===== src/rtl/tmr_irq_pkg.sv =====
package tmr_irq_pkg;
   localparam int unsigned TMR_CH = 5;
   localparam int unsigned CSR_W  = 32;
endpackage


===== src/rtl/tmr_irq_pend_cell.sv =====
module tmr_irq_pend_cell (
   input  logic clk,
   input  logic rst_n,
   input  logic evt_i,
   input  logic clr_i,
   output logic pend_o
);
   always_ff @(posedge clk or negedge rst_n) begin
      if (!rst_n)     pend_o <= 1'b0;
      else if (evt_i) pend_o <= 1'b1;
      else if (clr_i) pend_o <= 1'b0;
   end


   evt_sets_chk: assert property (@(posedge clk) disable iff (!rst_n)
      evt_i |=> pend_o);

   clr_drops_chk: assert property (@(posedge clk) disable iff (!rst_n)
      (clr_i && !evt_i) |=> !pend_o);

   pend_hold_chk: assert property (@(posedge clk) disable iff (!rst_n)
      (!evt_i && !clr_i) |=> $stable(pend_o));
endmodule


===== src/rtl/tmr_irq_en_reg.sv =====
module tmr_irq_en_reg #(
   parameter int unsigned NUM_CH = 5
) (
   input  logic              clk,
   input  logic              rst_n,
   input  logic              we_i,
   input  logic [NUM_CH-1:0] data_i,
   output logic [NUM_CH-1:0] en_o
);
   always_ff @(posedge clk or negedge rst_n) begin
      if (!rst_n)    en_o <= '0;
      else if (we_i) en_o <= data_i;
   end


   en_write_chk: assert property (@(posedge clk) disable iff (!rst_n)
      we_i |=> (en_o == $past(data_i)));

   en_hold_chk: assert property (@(posedge clk) disable iff (!rst_n)
      !we_i |=> $stable(en_o));
endmodule


===== src/rtl/tmr_irq_out_stage.sv =====
module tmr_irq_out_stage #(
   parameter int unsigned NUM_CH  = 5,
   parameter bit          REG_OUT = 1'b1
) (
   input  logic              clk,
   input  logic              rst_n,
   input  logic [NUM_CH-1:0] pend_i,
   input  logic [NUM_CH-1:0] en_i,
   output logic [NUM_CH-1:0] irq_o
);
   logic [NUM_CH-1:0] gated;
   assign gated = pend_i & en_i;

   generate
      if (REG_OUT) begin : g_reg
         always_ff @(posedge clk or negedge rst_n) begin
            if (!rst_n) irq_o <= '0;
            else        irq_o <= gated;
         end

         irq_follow_chk: assert property (@(posedge clk) disable iff (!rst_n)
            1'b1 |=> (irq_o == $past(pend_i & en_i)));
      end else begin : g_comb
         logic unused_clk;
         assign unused_clk = clk ^ rst_n;
         assign irq_o = gated;
      end
   endgenerate
endmodule


===== src/rtl/tmr_irq_csr.sv =====
module tmr_irq_csr #(
   parameter int unsigned NUM_CH  = tmr_irq_pkg::TMR_CH,
   parameter int unsigned DATA_W  = tmr_irq_pkg::CSR_W,
   parameter bit          REG_OUT = 1'b1
) (
   input  logic              clk,
   input  logic              rst_n,
   input  logic [NUM_CH-1:0] tmr_evt,
   input  logic              csr_we,
   input  logic [DATA_W-1:0] csr_wdata,
   output logic [DATA_W-1:0] csr_rdata,
   output logic [NUM_CH-1:0] irq_out
);
   localparam int unsigned EN_LSB   = 0;
   localparam int unsigned PEND_LSB = EN_LSB + NUM_CH;
   localparam int unsigned USED_W   = PEND_LSB + NUM_CH;

   generate
      if (USED_W > DATA_W) begin : g_bad_width
         $error("tmr_irq_csr: word too narrow for enable and pending fields");
      end
      if (NUM_CH == 0) begin : g_bad_count
         $error("tmr_irq_csr: NUM_CH must be nonzero");
      end
   endgenerate

   logic [NUM_CH-1:0] en_q;
   logic [NUM_CH-1:0] pend_q;
   logic [NUM_CH-1:0] clr_req;

   assign clr_req = {NUM_CH{csr_we}} & csr_wdata[PEND_LSB +: NUM_CH];

   tmr_irq_en_reg #(.NUM_CH(NUM_CH)) u_en (
      .clk    (clk),
      .rst_n  (rst_n),
      .we_i   (csr_we),
      .data_i (csr_wdata[EN_LSB +: NUM_CH]),
      .en_o   (en_q)
   );

   for (genvar ch = 0; ch < NUM_CH; ch++) begin : g_ch
      tmr_irq_pend_cell u_pend (
         .clk    (clk),
         .rst_n  (rst_n),
         .evt_i  (tmr_evt[ch]),
         .clr_i  (clr_req[ch]),
         .pend_o (pend_q[ch])
      );
   end

   tmr_irq_out_stage #(.NUM_CH(NUM_CH), .REG_OUT(REG_OUT)) u_out (
      .clk    (clk),
      .rst_n  (rst_n),
      .pend_i (pend_q),
      .en_i   (en_q),
      .irq_o  (irq_out)
   );

   always_comb begin
      csr_rdata = '0;
      csr_rdata[EN_LSB +: NUM_CH]   = en_q;
      csr_rdata[PEND_LSB +: NUM_CH] = pend_q;
   end

   generate
      if (DATA_W > USED_W) begin : g_upper

         upper_zero_chk: assert property (@(posedge clk) disable iff (!rst_n)
            (csr_we && (|csr_wdata[DATA_W-1:USED_W]))
               |=> (csr_rdata[DATA_W-1:USED_W] == '0));
      end
   endgenerate


   evt_any_en_chk: assert property (@(posedge clk) disable iff (!rst_n)
      (|tmr_evt) |=> ((csr_rdata[PEND_LSB +: NUM_CH] & $past(tmr_evt)) == $past(tmr_evt)));
endmodule


===== config.mk =====
export PLATFORM = sky130hd
export DESIGN_NAME = tmr_irq_csr
export DESIGN_NICKNAME = d
export VERILOG_FILES = /design/src/rtl/tmr_irq_pkg.sv /design/src/rtl/tmr_irq_pend_cell.sv /design/src/rtl/tmr_irq_en_reg.sv /design/src/rtl/tmr_irq_out_stage.sv /design/src/rtl/tmr_irq_csr.sv
export SDC_FILE = /design/constraint.sdc
export NUM_CORES = 1
export LEC_CHECK = 0
export BUFFER_PORTS_ARGS = -buffer_cell sky130_fd_sc_hd__buf_4
export CORE_MARGIN = 1
export CORE_UTILIZATION = 35
export CTS_CLUSTER_DIAMETER = 100
export DETAILED_ROUTE_END_ITERATION = 7
export PLACE_DENSITY = 0.78
export SKIP_CTS_REPAIR_TIMING = 1
export SLEW_MARGIN = 25
export SYNTH_ARGS = -nofsm -noshare
export SYNTH_HDL_FRONTEND = slang
export SYNTH_SLANG_ARGS = --single-unit

===== constraint.sdc =====
create_clock -name clk -period 1.15 [get_ports clk]
set_input_delay 0.1725 -clock clk [delete_from_list [all_inputs] [get_ports clk]]
set_output_delay 0.1725 -clock clk [all_outputs]
set_load 0.01 [all_outputs]

==> results of run 1 <==
[per-stage QoR]
stage / instances / util
2_1_floorplan: 85 / -
3_3_place_gp: 116 / 0.447
3_5_place_dp: 116 / 0.447
4_1_cts: 120 / 0.460
5_1_grt: 121 / 0.465
6_report: 121 / 0.465
[metal layers]
| metal | part of all wire | up-vias | GRT usage |
|---|---|---|---|
| met5 | 0 | - | 0 |
| li1 | - | 215 | - |
| met3 | 0.14 | 0 | 0.0440 |
| met4 | 0 | 0 | 0.0735 |
| met2 | 0.49 | 35 | 0.155 |
| met1 | 0.37 | 194 | 0.117 |
[worst min-delay path by stage]
stage	startpoint	endpoint	slack [ps]	cells after the start
global route	tmr_evt[3]	g_ch[3].u_pend.pend_o	60	2
finish	tmr_evt[0]	g_ch[0].u_pend.pend_o	70	2
CTS	rst_n	u_out.irq_o[2]	-270	1
floorplan	rst_n	g_ch[0].u_pend.pend_o	-120	0
global placement	rst_n	u_out.irq_o[2]	30	1
detailed placement	rst_n	u_out.irq_o[4]	40	1
[flip-flops by register name, summed over array words and instances (netlist names)]
signal / count
g_ch.u_pend.pend_o: 5
u_en.en_o: 5
u_out.irq_o: 5
[cell usage after synthesis]
master	count	area (um^2)
buf_4	27	203
dfrtp_1	15	375
a21o_1	5	37.5
and2_1	5	31.3
mux2_4	5	75.1
nand2_1	5	18.8
buf_6	1	11.3
conb_1	1	3.75
[cell type report]
cell class / instances / area (um^2) / area share
Sequential cell: 15 / 375 / 0.403
Clock buffer: 4 / 26.3 / 0.0282
Tap cell: 27 / 33.8 / 0.0363
Multi-Input combinational cell: 42 / 245 / 0.263
Timing Repair Buffer: 33 / 250 / 0.269
[kinds of logic after synthesis]
group           Yosys count
buf+inv                  28
compound gates            5
simple gates             10
flops                    15
mux                       5
other cells               1
[report_power, final]
part	internal, uW	total [uW]	switching, uW	leakage (uW)
combinational	141	252	111	0.000312
sequential	576	601	25.6	0.000170
clock	134	282	148	0.0000150
total	851	1140	285	0.000497
==> results_dict.tcl, run 1 <==
set metrics [dict create \
    grt_max_degree 16 \
    crit_end "csr_rdata[6]" \
    synth_seq_cells 15 \
    min_period_over_period 0.867 \
    cp.required_ps 980 \
    worst_path_max_delay_cell "dfrtp_1" \
    clk_pin_slew_ps 80 \
    rsz0062_at_grt "no" \
    hpwl_um 834 \
    vias 444 \
    grt_pass1_vias 400 \
    tritoncts "yes" \
    maxSlewViolCount 0 \
    final_common_cell "buf_4" \
    finalSetupViolCount 0 \
    synth_compound_area_frac 0.0497 \
    cts_buffers 3 \
    worstSetupStartpoint "g_ch[1].u_pend.pend_o" \
    die_h_um 48.5 \
    cts_htree_levels 1 \
    dieArea_um2 2350 \
    r2r_end "u_en.en_o[3]" \
    drive_gt1_frac 0.426 \
    fp.dieW_um 48.5 \
    synth_fa_ha_area_frac 0 \
    cp_num_buf_inv 1 \
    design_area_um2 931 \
    syn_inst 64 \
    path_max_fanout 3 \
    p_leak_uw 0.000497 \
    crit_family "flip-flops" \
    hold_viol 0 \
    grt_pass1_wl_mm 1.76 \
    ys_warn_count 0 \
    cts.sinks 15 \
    status "finished, final reports clean" \
    port-buffer-count 32 \
    worstReg2RegStart "u_en.en_o[3]" \
    dr.first_iter.drc_count 3 \
    synth_top_family_by_area "buffers and inverters" \
    yosysSeqAreaShare 0.497 \
    endpoint_kind "output port" \
    io_pins 77 \
    power_density_nw_per_um2 1220 \
    routed_via_density 3.67 \
    wirelength_mm 1.09 \
    synth_xor_area_frac 0 \
    arrival_ps 830 \
    cap_viol_max_count 0 \
    synth_mux_area_frac 0.0993 \
    reg2reg_slack_ps 370 \
    ir_drop_v 0.000449 \
    diodes 0 \
    fin_tns_setup_ps 0 \
    critical_path_depth 1 \
    hold_slack_ps 73.8 \
    syn_area_um2 756 \
    slowest_delay_ps 400 \
    place_area_um2 895 \
    hp-class "primary input to register" \
    critPathLaunchType "register" \
    area_delta_synth_final_pct 23.2 \
    start_util 0.378 \
    r2r_cells 1 \
    syn_avg_cell_area_um2 11.8 \
    core_area_um2 2000 \
    fillers 204 \
    ys_types 8 \
    path_class "register to output port" \
    synthSimpleGateAreaFrac 0.0662 \
    cp_cell_sequence "buf_4" \
    place_ws_ps 350 \
    drc 0 \
    mostFrequentLayoutCells "buf_4, conb_1, dfrtp_1" \
    gp_congestion 0.637 \
    antenna_found_initial 0 \
    gr-usage-all-layers 0.103 \
    clk_latency_ps 270 \
    wl_per_cell_um 8.98 \
    final_nets 135 \
    finalCriticalPeriod_ps 998 \
    max_freq_ghz 1.00 \
    clockBufferDepth 2 \
    fin_ws_ps 152 \
    grt-ovfl-total 0 \
    rows 16 \
    skew_ps 0.779 \
    clock-root-buffer "clkbuf_4" \
    dr.pass1.iters 3 \
    ant_nets 0 \
    total_power_uw 1140 \
]
Note: power is estimated with default switching activity, not from simulation.
==> run 2: changes to the inputs <==
Settings changed: RECOVER_POWER from default to 25.
==> run 2 against run 1 <==
Largest power group unchanged; first-iteration DRC count did not move; register-to-register slack about the same; combinational power about the same; critical path depth unchanged; clock power is 2% higher.
==> results_dict.tcl, run 2 (synthesis results as in run 1) <==
set metrics [dict create \
    reg.largest.list "g_ch.u_pend.pend_o: 5 flops, u_en.en_o: 5 flops, u_out.irq_o: 5 flops" \
    drive_gt1_frac 0.426 \
    port-buffer-count 32 \
    grt-ovfl-total 0 \
    clockBufferDepth 2 \
    grt_max_degree 16 \
    status "finished, final reports clean" \
    place_ws_ps 350 \
    io_pins 77 \
    routed_via_density 3.71 \
    cp_num_buf_inv 1 \
    endpoint_kind "output port" \
    area_delta_synth_final_pct 22.8 \
    gr-usage-all-layers 0.103 \
    fin_tns_setup_ps 0 \
    hp-class "primary input to register" \
    hold_slack_ps 69.9 \
    cts.sinks 15 \
    cts_htree_levels 1 \
    final_nets 135 \
    arrival_ps 830 \
    ir_drop_v 0.000448 \
    p_sw_frac 0.254 \
    comb_power_share 0.220 \
    final_common_cell "buf_4" \
    max_freq_ghz 0.998 \
    rsz0062_at_grt "no" \
    path_class "register to output port" \
    hold_viol 0 \
    clk_pin_slew_ps 80 \
    maxSlewViolCount 0 \
    path_max_fanout 3 \
    cts_buffers 3 \
    clk_latency_ps 270 \
    ant_nets 0 \
    p_int_uw 849 \
    dr.first_iter.drc_count 3 \
    pwr-share-seq 0.528 \
    die_h_um 48.5 \
    dieArea_um2 2350 \
    cp.required_ps 980 \
    diodes 0 \
    antenna_found_initial 0 \
    mostFrequentLayoutCells "buf_4, conb_1, dfrtp_1" \
    finalCriticalPeriod_ps 1000 \
    grt_pass1_wl_mm 1.76 \
    vias 449 \
    fp.dieW_um 48.5 \
    fin_ws_ps 148 \
    cap_viol_max_count 0 \
    drc 0 \
    clkPwrFrac 0.252 \
    start_util 0.378 \
    crit_family "flip-flops" \
    wl_per_cell_um 9.01 \
    skew_ps 2.25 \
    p_sw_uw 290 \
    power_density_nw_per_um2 1230 \
    worst_path_max_delay_cell "dfrtp_1" \
    grt_pass1_vias 400 \
    gp_congestion 0.637 \
    p_leak_uw 0.000496 \
    hpwl_um 834 \
    critPathLaunchType "register" \
    wirelength_mm 1.09 \
    finalSetupViolCount 0 \
    clock-root-buffer "clkbuf_4" \
    core_area_um2 2000 \
    rows 16 \
    tritoncts "yes" \
    cp_cell_sequence "buf_4" \
    min_period_over_period 0.872 \
    slowest_delay_ps 410 \
    dr.pass1.iters 2 \
]
[run 2: layout make-up]
cell class | instances | area (um^2)
Timing Repair Buffer | 33 | 248
Tap cell | 27 | 33.8
Fill cell | 205 | 1070
Multi-Input combinational cell | 42 | 245
Sequential cell | 15 | 375
Clock buffer | 4 | 26.3
[run 2: path summary, 6_finish.rpt]
| kind | start | end | slack [ps] | depth (start not counted) |
|---|---|---|---|---|
| min reg2reg | g_ch[2].u_pend.pend_o | g_ch[2].u_pend.pend_o | 510 | 1 |
| max reg2reg | u_en.en_o[2] | u_en.en_o[2] | 370 | 1 |
| min in group asynchronous | rst_n | u_out.irq_o[2] | 330 | 2 |
| min | tmr_evt[1] | g_ch[1].u_pend.pend_o | 70 | 2 |
| max | g_ch[1].u_pend.pend_o | csr_rdata[6] | 150 | 1 |
| max in group asynchronous | rst_n | g_ch[0].u_pend.pend_o | 560 | 2 |
[run 2: per-stage QoR]
step,utilization,cells,total power (uW),cell area [um^2]
detailed placement,0.447,116,865,895
floorplan,-,85,800,835
finish,0.464,121,1140,928
global placement,0.447,116,860,895
CTS,0.460,120,1160,921
global route,0.464,121,1210,928
[run 2: power by group through the flow]
stage | Combinational, uW | Clock [uW] | Sequential [uW]
finish | 251 | 287 | 602
CTS | 252 | 307 | 602
global route | 272 | 327 | 610
global placement | 250 | 0 | 611
detailed placement | 251 | 0 | 613
floorplan | 172 | 0 | 628
[run 2: per-layer routing]
| metal | vias up | share of wire | GRT usage |
|---|---|---|---|
| met5 | - | 0 | 0 |
| met4 | 0 | 0 | 0.0735 |
| met3 | 0 | 0.14 | 0.0440 |
| met2 | 35 | 0.47 | 0.155 |
| met1 | 197 | 0.38 | 0.117 |
| li1 | 217 | - | - |
